File: src/rtl/brcond_pkg.sv
package brcond_pkg;

  typedef enum logic [2:0] {
    OP_FLAG_CLR = 3'd0,
    OP_FLAG_SET = 3'd1,
    OP_DEC_Z    = 3'd2,
    OP_DEC_NZ   = 3'd3,
    OP_CMP_EQ   = 3'd4,
    OP_CMP_NE   = 3'd5,
    OP_CMP_GT   = 3'd6,
    OP_CMP_GE   = 3'd7
  } br_op_e;

  typedef struct packed {
    logic taken;
    logic wb_en;
    logic flag_we;
    logic c;
    logic z;
    logic n;
  } br_verdict_t;

endpackage

File: src/rtl/brcond_flag_mux.sv
module brcond_flag_mux #(
  parameter int FLAG_W = 8,
  localparam int SEL_W = (FLAG_W > 1) ? $clog2(FLAG_W) : 1
) (
  input  logic [FLAG_W-1:0] flags,
  input  logic [SEL_W-1:0]  sel,
  output logic              bit_out
);

  logic [FLAG_W-1:0] hit;

  // one AND term per flag position, reduced by an OR tree
  for (genvar i = 0; i < FLAG_W; i++) begin : g_hit
    assign hit[i] = flags[i] & (sel == SEL_W'(i));
  end

  assign bit_out = |hit;

endmodule

File: src/rtl/brcond_cmp.sv
module brcond_cmp #(
  parameter int DATA_W = 16
) (
  input  logic [DATA_W-1:0] a,
  input  logic [DATA_W-1:0] b,
  output logic              borrow,
  output logic              equal,
  output logic              diff_msb
);

  logic [DATA_W:0] wide_diff;

  assign wide_diff = {1'b0, a} - {1'b0, b};
  assign borrow    = wide_diff[DATA_W];
  assign equal     = (a == b);
  assign diff_msb  = wide_diff[DATA_W-1];

endmodule

File: src/rtl/brcond_decide.sv
module brcond_decide
  import brcond_pkg::*;
(
  input  logic [2:0]  op,
  input  logic        flag_bit,
  input  logic        borrow,
  input  logic        equal,
  input  logic        diff_msb,
  output br_verdict_t verdict
);

  always_comb begin
    verdict         = '0;
    verdict.c       = borrow;
    verdict.z       = equal;
    verdict.n       = diff_msb;
    verdict.flag_we = 1'b1;
    unique case (br_op_e'(op))
      OP_FLAG_CLR: begin
        verdict.taken   = ~flag_bit;
        verdict.flag_we = 1'b0;
      end
      OP_FLAG_SET: begin
        verdict.taken   = flag_bit;
        verdict.flag_we = 1'b0;
      end
      OP_DEC_Z: begin
        verdict.taken = equal;
        verdict.wb_en = ~equal;
      end
      OP_DEC_NZ: begin
        verdict.taken = ~equal;
        verdict.wb_en = equal;
      end
      OP_CMP_EQ: verdict.taken = equal;
      OP_CMP_NE: verdict.taken = ~equal;
      OP_CMP_GT: verdict.taken = ~borrow & ~equal;
      OP_CMP_GE: verdict.taken = ~borrow;
      default:   verdict.taken = 1'b0;
    endcase
  end

endmodule

File: src/rtl/brcond_unit.sv
module brcond_unit
  import brcond_pkg::*;
#(
  parameter int DATA_W = 16,
  parameter int ADDR_W = 16,
  parameter int FLAG_W = 8,
  localparam int SEL_W = (FLAG_W > 1) ? $clog2(FLAG_W) : 1
) (
  input  logic              clk,
  input  logic              rst_n,
  input  logic              req_valid,
  input  logic [2:0]        req_op,
  input  logic [SEL_W-1:0]  req_flag_sel,
  input  logic [FLAG_W-1:0] req_flags,
  input  logic [DATA_W-1:0] req_src_a,
  input  logic [DATA_W-1:0] req_src_b,
  input  logic [ADDR_W-1:0] req_target,
  output logic              res_valid,
  output logic              res_taken,
  output logic [ADDR_W-1:0] res_target,
  output logic              res_wb_en,
  output logic [DATA_W-1:0] res_wb_data,
  output logic              res_flag_we,
  output logic              res_c,
  output logic              res_z,
  output logic              res_n
);

  // reset: asserted at once, released on a clock edge
  logic rst_meta, rst_sync_n;

  always_ff @(posedge clk or negedge rst_n) begin
    if (!rst_n) begin
      rst_meta   <= 1'b0;
      rst_sync_n <= 1'b0;
    end else begin
      rst_meta   <= 1'b1;
      rst_sync_n <= rst_meta;
    end
  end

  // decision datapath
  logic              is_dec;
  logic [DATA_W-1:0] cmp_b;
  logic              sel_bit, borrow, equal, diff_msb;
  br_verdict_t       verdict;

  assign is_dec = (req_op == OP_DEC_Z) || (req_op == OP_DEC_NZ);
  assign cmp_b  = is_dec ? '0 : req_src_b;

  brcond_flag_mux #(.FLAG_W(FLAG_W)) u_flag_mux (
    .flags   (req_flags),
    .sel     (req_flag_sel),
    .bit_out (sel_bit)
  );

  brcond_cmp #(.DATA_W(DATA_W)) u_cmp (
    .a        (req_src_a),
    .b        (cmp_b),
    .borrow   (borrow),
    .equal    (equal),
    .diff_msb (diff_msb)
  );

  brcond_decide u_decide (
    .op       (req_op),
    .flag_bit (sel_bit),
    .borrow   (borrow),
    .equal    (equal),
    .diff_msb (diff_msb),
    .verdict  (verdict)
  );

  // next state
  logic              valid_d, taken_d, wb_en_d, flag_we_d;
  logic              c_d, z_d, n_d;
  logic [ADDR_W-1:0] target_d;
  logic [DATA_W-1:0] wb_data_d;
  logic              data_ce, flag_ce;

  assign data_ce = req_valid;
  assign flag_ce = req_valid & verdict.flag_we;

  always_comb begin
    valid_d   = req_valid;
    taken_d   = req_valid & verdict.taken;
    wb_en_d   = req_valid & verdict.wb_en;
    flag_we_d = flag_ce;
    target_d  = res_target;
    wb_data_d = res_wb_data;
    c_d       = res_c;
    z_d       = res_z;
    n_d       = res_n;
    if (data_ce) begin
      target_d  = req_target;
      wb_data_d = req_src_a - DATA_W'(1);
    end
    if (flag_ce) begin
      c_d = verdict.c;
      z_d = verdict.z;
      n_d = verdict.n;
    end
  end

  // registers
  always_ff @(posedge clk or negedge rst_sync_n) begin
    if (!rst_sync_n) begin
      res_valid   <= 1'b0;
      res_taken   <= 1'b0;
      res_wb_en   <= 1'b0;
      res_flag_we <= 1'b0;
      res_target  <= '0;
      res_wb_data <= '0;
      res_c       <= 1'b0;
      res_z       <= 1'b0;
      res_n       <= 1'b0;
    end else begin
      res_valid   <= valid_d;
      res_taken   <= taken_d;
      res_wb_en   <= wb_en_d;
      res_flag_we <= flag_we_d;
      res_target  <= target_d;
      res_wb_data <= wb_data_d;
      res_c       <= c_d;
      res_z       <= z_d;
      res_n       <= n_d;
    end
  end

  // assertions
  p_idle_quiet_r2: assert property (@(posedge clk) disable iff (!rst_sync_n)
    !res_valid |-> (!res_taken && !res_wb_en && !res_flag_we));

  p_target_pass_r2: assert property (@(posedge clk) disable iff (!rst_sync_n)
    res_valid |-> (res_target == $past(req_target)));

  p_flag_test_no_update_r3: assert property (@(posedge clk) disable iff (!rst_sync_n)
    (res_valid && ($past(req_op) <= 3'd1)) |-> (!res_flag_we && !res_wb_en));

  p_wb_not_taken_r6: assert property (@(posedge clk) disable iff (!rst_sync_n)
    res_wb_en |-> (!res_taken && (($past(req_op) == 3'd2) || ($past(req_op) == 3'd3))));

  p_wb_value_r4: assert property (@(posedge clk) disable iff (!rst_sync_n)
    res_wb_en |-> (res_wb_data == $past(req_src_a) - DATA_W'(1)));

  p_gt_order_r7: assert property (@(posedge clk) disable iff (!rst_sync_n)
    (res_taken && ($past(req_op) == 3'd6)) |-> ($past(req_src_a) > $past(req_src_b)));

  p_zero_flag_r8: assert property (@(posedge clk) disable iff (!rst_sync_n)
    (res_flag_we && ($past(req_op) >= 3'd4)) |-> (res_z == ($past(req_src_a) == $past(req_src_b))));

endmodule

File: config.mk
export PLATFORM = sky130hd
export DESIGN_NAME = brcond_unit
export DESIGN_NICKNAME = d
export VERILOG_FILES = /design/src/rtl/brcond_pkg.sv /design/src/rtl/brcond_flag_mux.sv /design/src/rtl/brcond_cmp.sv /design/src/rtl/brcond_decide.sv /design/src/rtl/brcond_unit.sv
export SDC_FILE = /design/constraint.sdc
export NUM_CORES = 1
export LEC_CHECK = 0
export CAP_MARGIN = 20
export CORE_UTILIZATION = 43
export CTS_CLUSTER_SIZE = 20
export DETAILED_ROUTE_END_ITERATION = 10
export GPL_ROUTABILITY_DRIVEN = 0
export PLACE_DENSITY = 0.81
export SYNTH_ARGS = -nofsm -noshare
export SYNTH_HDL_FRONTEND = slang
export SYNTH_HIERARCHICAL = 1
export SYNTH_SLANG_ARGS = --single-unit
export TNS_END_PERCENT = 100
File: constraint.sdc
create_clock -name clk -period 1.35 [get_ports clk]
set_input_delay 0.27 -clock clk [delete_from_list [all_inputs] [get_ports clk]]
set_output_delay 0.27 -clock clk [all_outputs]
set_load 0.02 [all_outputs]
==> results of run 1 <==
[final timing paths]
path	startpoint	to	slack [ps]	cells after the start
worst max register to register	res_c	res_c	530	1
worst max-delay path	req_flags[4]	res_taken	-570	7
worst min register to register	rst_sync_n	res_target[1]	250	1
worst min-delay path	rst_n	rst_sync_n	120	1
max in group asynchronous	rst_sync_n	res_wb_data[11]	820	1
min in group clk	req_valid	res_taken	320	2
[layer usage]
layer	share of wire, %	vias to the layer above	routed length (µm)
li1	-	1104	-
met1	38	1196	3471
met2	52	133	4729
met3	5.6	30	510
met4	3.8	0	342
met5	0	-	0
[logic make-up (layout without fill, tap and decap cells)]
| logic type | after synthesis | count (layout) | share of synthesized area, % |
|---|---|---|---|
| simple gates | 66 | 67 | 16.67 |
| flops | 41 | 41 | 42.18 |
| compound gates | 34 | 34 | 9.619 |
| buf+inv | 31 | 186 | 5.298 |
| mux | 24 | 24 | 12.29 |
| fa+ha+maj | 17 | 17 | 8.745 |
| xor+xnor | 14 | 14 | 5.041 |
| other cells | 1 | 1 | 0.1542 |
[Yosys cell counts, types with 2 or more instances]
| cell type | count | area (µm²) |
|---|---|---|
| nand4b_1 | 2 | 17.52 |
| nand3_1 | 3 | 15.01 |
| nor4_2 | 2 | 25.02 |
| clkbuf_1 | 4 | 15.01 |
| mux2_2 | 21 | 236.5 |
| nor3b_2 | 2 | 25.02 |
| buf_1 | 2 | 7.510 |
| buf_4 | 3 | 22.52 |
| nor2_1 | 19 | 71.32 |
| dfrtp_1 | 41 | 1026 |
| and2_1 | 18 | 112.6 |
| inv_1 | 21 | 78.83 |
| mux4_1 | 2 | 52.55 |
| nor3b_1 | 2 | 15.01 |
| a31oi_1 | 5 | 31.28 |
| nand4_1 | 4 | 25.02 |
| ha_1 | 17 | 212.7 |
| xor2_1 | 9 | 78.83 |
| a21oi_1 | 16 | 80.08 |
| o211ai_2 | 2 | 25.02 |
| xnor2_1 | 5 | 43.79 |
| o31ai_1 | 2 | 15.01 |
| nand2_1 | 5 | 18.77 |
[critical path: stages]
cell and delay, ps:
clkdlybuf4s50_1 430, mux4_2 490, mux2_4 300, nor4b_2 260, a31oi_1 100, o221a_1 130, and2_1 130
[stage by stage]
| step | std cells | hold WS (ps) | setup slack [ps] | utilization, % | TNS, ps |
|---|---|---|---|---|---|
| global route | 456 | 117.9 | -621.1 | 80.98 | -3962 |
| global placement | 426 | 201.2 | -1253 | 70.03 | -14640 |
| finish | 456 | 120.2 | -572.8 | 80.98 | -3141 |
| floorplan | 228 | -25.59 | -729.9 | - | -3039 |
| CTS | 449 | 134.8 | -569.6 | 77.71 | -2154 |
| detailed placement | 426 | 220.6 | -1312 | 70.03 | -14760 |
[registers in the layout (all words and copies together), names as in the netlist]
signal       flops
res_taken        1
res_flag_we      1
res_valid        1
res_target      16
rst_sync_n       1
rst_meta         1
res_wb_data     16
res_wb_en        1
res_c            1
res_n            1
res_z            1
[repair_timing]
action / in CTS / in global routing
pin swaps: 58 / 41
hold endpoints to repair: 0 / 0
resized for setup: 188 / 35
cloned: 1 / 0
setup buffers: 14 / 9
setup endpoints to repair: 57 / 17
[power by group through the flow]
stage	Combinational [mW]	Clock, mW	Sequential [mW]
6_report	1.33	1.03	1.42
2_1_floorplan	0.378	0	1.60
4_1_cts	1.21	1.01	1.41
3_3_place_gp	1.12	0	1.43
5_1_grt	1.40	1.10	1.44
3_5_place_dp	1.15	0	1.44
[final cells by class]
cell class | count | area, µm²
Sequential cell | 41 | 1026
Clock buffer | 7 | 86.33
Multi-Input combinational cell | 157 | 1687
Tap cell | 72 | 90.09
Timing Repair Buffer | 157 | 1421
Fill cell | 317 | 1041
Inverter | 21 | 91.34
Clock inverter | 1 | 30.03
==> run metrics, run 1 <==
status=finished with violations; failing checks=setup timing; Vias=2463; core area=5473 µm²; Final min period=1923 ps; first-pass GRT wire length=11.72 mm; Leak=1.986 nW; antenna violations before repair=0; clock root buffer=clkbuf_8; FFs w/ async S/R, synth=100.0%; Final WS setup=-572.8 ps; port buffer count=103; Clk network pwr share=27.2%; initial drt markers=164; met1 usage=28.27%; f_max=520.1 MHz; Sw Pwr=1.156 mW; Internal Pwr Total=2.629 mW; Clock Latency Late Sink=300 ps; Syn Std Cell Area=2432 µm²; Power Dens Cells=854.2 nW/µm²; grt ovf=0; syn nets=310; worst setup path category=input pin to flop; Seq pwr share=37.6%; Syn Area/Cell=10.67 µm²; Placed Area=3832 µm²; Routed Antenna Nets=0; Antenna diodes=0; critical path required time=1550 ps; Max Buffers Root-to-Sink=2; # clock sinks=41; synthesized flop and latch total=41; vias in the first global route=2478; router iterations before antenna repair=4; unrepaired setup endpoints after global routing=true; crit-path max FO=2; largest net degree at the start of global routing=31; sequential fraction of the synthesis area=42.18%; gr busiest metal=met2; Slew Viols, Final=0; CP endpoint kind=flop; std cell rows=27; Hold Buf Count CTS=0; CTS H-tree lvls=2; layout cells sized above 1=45.57%; fin crit share=142.4%; overall power=3.785 mW; CP Launch Type=input pin; Die Width=77.21 µm; Netlist cell types=44; sw frac=30.54%; number of enable flip-flop cells after synthesis=0; Post-DP HPWL=4.773 mm; # IOs=104; WL/cell=19.86 µm; final instance area=4432 µm²; Final Setup Violations=15; leading cell type in the layout, fill and taps excluded=dlygate4sd2_1; Worst Skew=10.50 ps; clock tree from TritonCTS=yes; ys flop type=dfrtp_1; most frequent cells in the layout=58 x dlygate4sd2_1, 41 x dfrtp_1, 38 x buf_4; Hold Crit Class=input pin to async pin; area growth from synthesis to layout=82.20%; remaining routing DRC violations=0; Warnings, synthesis=6; GR met2 Demand/Resource=46.46%; CP arrival=2120 ps; Cells after Synth=228; worst vdd ir=0.0005615 V; Combinational Power Share=35.2%; # nets final=465; Max-cap violations=0; Final Hold Vio Count=0; Routed WL=9.054 mm; total track usage=25.39%; chip height=77.21 µm; Vias/cell=5.401; die area=5961 µm²; GR Util met3=4.762%; Starting Density=44.44%; Worst-path clk slew=90 ps; CTS buffer count=5
Note: power is estimated with default switching activity, not from simulation.
==> run 2, diff against run 1 <==
CORE_UTILIZATION = 46   (was 43)
PLACE_DENSITY = 0.86   (was 0.81)
clock period = 2.4 ns   (was 1.35 ns; I/O delays follow)
==> run 2 against run 1 <==
Net effect: largest power group unchanged; clock-buffer cell count did not move; cell area down 11%; flip-flop and latch count unchanged; largest cell class unchanged; critical path depth up 4; setup slack gained 660 ps; sequential share of layout area up 3.0 points; the run now ends clean.
==> run metrics, run 2 (synthesis results as in run 1) <==
layout cells sized above 1=24.23% (was 45.57%); Starting Density=47.62% (was 44.44%); slowest stage delay, CP=440 ps (was 490 ps); crit path max-delay cell type=clkdlybuf4s50_1 (was mux4_2); overall power=2.021 mW (was 3.785 mW); largest net degree at the start of global routing=25 (was 31); Hold Crit Class=flop to async pin (was input pin to async pin); final core occ=76.87% (was 80.98%); port buffer count=103 (unchanged); Antenna diodes=0 (unchanged); CP arrival=2490 ps (was 2120 ps); Top delay family on crit path=buffers and inverters (was multiplexers); setup slack, reg-to-reg=1380 ps (was 530 ps); biggest registers after layout=res_target (16), res_wb_data (16) (unchanged); Slew Viols, Final=0 (unchanged); std cell rows=26 (was 27); die area=5582 µm² (was 5961 µm²); first-pass GRT wire length=9.894 mm (was 11.72 mm); Final min period=2312 ps; Final Setup Violations=0 (was 15); CP endpoint kind=flop (unchanged); Post-DP HPWL=5.067 mm (was 4.773 mm); clock tree from TritonCTS=yes (unchanged); Vias/cell=5.077 (was 5.401); Power Dens Cells=514.7 nW/µm² (was 854.2 nW/µm²); reg2reg end=res_wb_en (was res_c); area growth from synthesis to layout=61.42% (was 82.20%); remaining routing DRC violations=0 (unchanged); # nets final=440 (was 465); most frequent cells in the layout=99 x clkdlybuf4s50_1, 41 x dfrtp_1, 29 x buf_4 (was 58 x dlygate4sd2_1, 41 x dfrtp_1, 38 x buf_4); initial drt markers=106 (was 164); Vias=2178 (was 2463); chip height=74.72 µm (was 77.21 µm); Die Width=74.72 µm (was 77.21 µm); total placed cells including tap cells=419 (was 426); Routed WL=6.594 mm (was 9.054 mm); final instance area=3926 µm² (was 4432 µm²); FF-to-FF Start=rst_sync_n (was res_c); Final Hold Vio Count=0 (unchanged); total track usage=23.81% (was 25.39%); slew margin rel.=54.49%; critical path required time=2580 ps (was 1550 ps); Placed Area=3719 µm² (was 3832 µm²); crit-path max FO=2 (unchanged); WL/cell=15.37 µm (was 19.86 µm); Max Buffers Root-to-Sink=2 (unchanged); Routed Antenna Nets=0 (unchanged); worst vdd ir=0.0002640 V (was 0.0005615 V); status=finished, final reports clean (was finished with violations); CTS buffer count=5 (unchanged); clock root buffer=clkbuf_8 (unchanged); setup TNS=0 ps (was -3141 ps); FF-to-FF path depth=1 (unchanged); leading cell type in the layout, fill and taps excluded=clkdlybuf4s50_1 (was dlygate4sd2_1); CP bufs+invs=3 (was 1); Hold Buf Count CTS=0 (unchanged); antenna violations before repair=0 (unchanged); # IOs=104 (unchanged); core area=5107 µm² (was 5473 µm²); CP Launch Type=input pin (unchanged); critical path, cell by cell=clkdlybuf4s50_1 -> and2_1 -> inv_1 -> ha_4 -> a211oi_2 -> o21bai_1 -> a21oi_1 -> o211ai_2 -> buf_4 -> xor2_1 -> mux2_2 (was clkdlybuf4s50_1 -> mux4_2 -> mux2_4 -> nor4b_2 -> a31oi_1 -> o221a_1 -> and2_1); CTS H-tree lvls=2 (unchanged); Leak=1.672 nW (was 1.986 nW); Clock Latency Late Sink=290 ps (was 300 ps); fin crit share=96.35%; Worst Tran Pin Value=682.7 ps; grt ovf=0 (unchanged); CP startpoint=req_src_b[8] (was req_flags[4]); vias in the first global route=2147 (was 2478); router iterations before antenna repair=4 (unchanged); # clock sinks=41 (unchanged); Worst-path clk slew=70 ps (was 90 ps); Worst Skew=2.087 ps (was 10.50 ps); final std cells w/o fill=429 (was 456); f_max=432.5 MHz; fillers=351 (was 317); worst setup path category=input pin to flop (unchanged); Max-cap violations=0 (unchanged)
## run 2: final cells by class
class,count,area (µm²),share of cell area (%)
Timing Repair Buffer,132,1236,31.49
Sequential cell,41,1026,26.13
Multi-Input combinational cell,157,1379,35.12
Clock inverter,1,30.03,0.7648
Tap cell,70,87.58,2.231
Clock buffer,7,86.33,2.199
Inverter,21,81.33,2.071
## run 2: routing by layer
layer  global-route usage (%)  vias up  routed length, µm  part of all wire (%)
li1                         -     1054                  -                     -
met1                    26.96     1036               2541                    39
met2                    43.64       74               3552                    54
met3                    4.016       14                344                   5.2
met4                    10.90        0                156                   2.4
met5                        0        -                  0                     0
## run 2: worst max-delay path by stage
| stage | cells after the start | slack (ps) | end |
|---|---|---|---|
| after floorplan | 12 | 40 | res_n |
| after global placement | 13 | -430 | res_taken |
| after detailed placement | 13 | -540 | res_taken |
| after CTS | 7 | 60 | res_taken |
| after global routing | 12 | -7 | res_taken |
| final | 11 | 90 | res_n |
## run 2: report_power, final
| group | leakage [nW] | internal [mW] | switching (mW) |
|---|---|---|---|
| Clock | 0.0585 | 0.339 | 0.225 |
| Combinational | 1.14 | 0.363 | 0.293 |
| Sequential | 0.477 | 0.759 | 0.0415 |
## run 2: through the flow
| step | setup WS (ps) | hold slack [ps] |
|---|---|---|
| 2_1_floorplan | 42.23 | 184.4 |
| 3_3_place_gp | -428.9 | 287.0 |
| 3_5_place_dp | -544.9 | 303.6 |
| 4_1_cts | 57.83 | 306.1 |
| 5_1_grt | -6.756 | 338.5 |
| 6_report | 87.64 | 282.6 |
## run 2: what timing repair did
action | in CTS | in global routing
gates cloned | 1 | 0
pin swaps | 0 | 9
gates resized for setup | 5 | 17
endpoints found under the setup margin | 4 | 3
setup buffers | 0 | 1
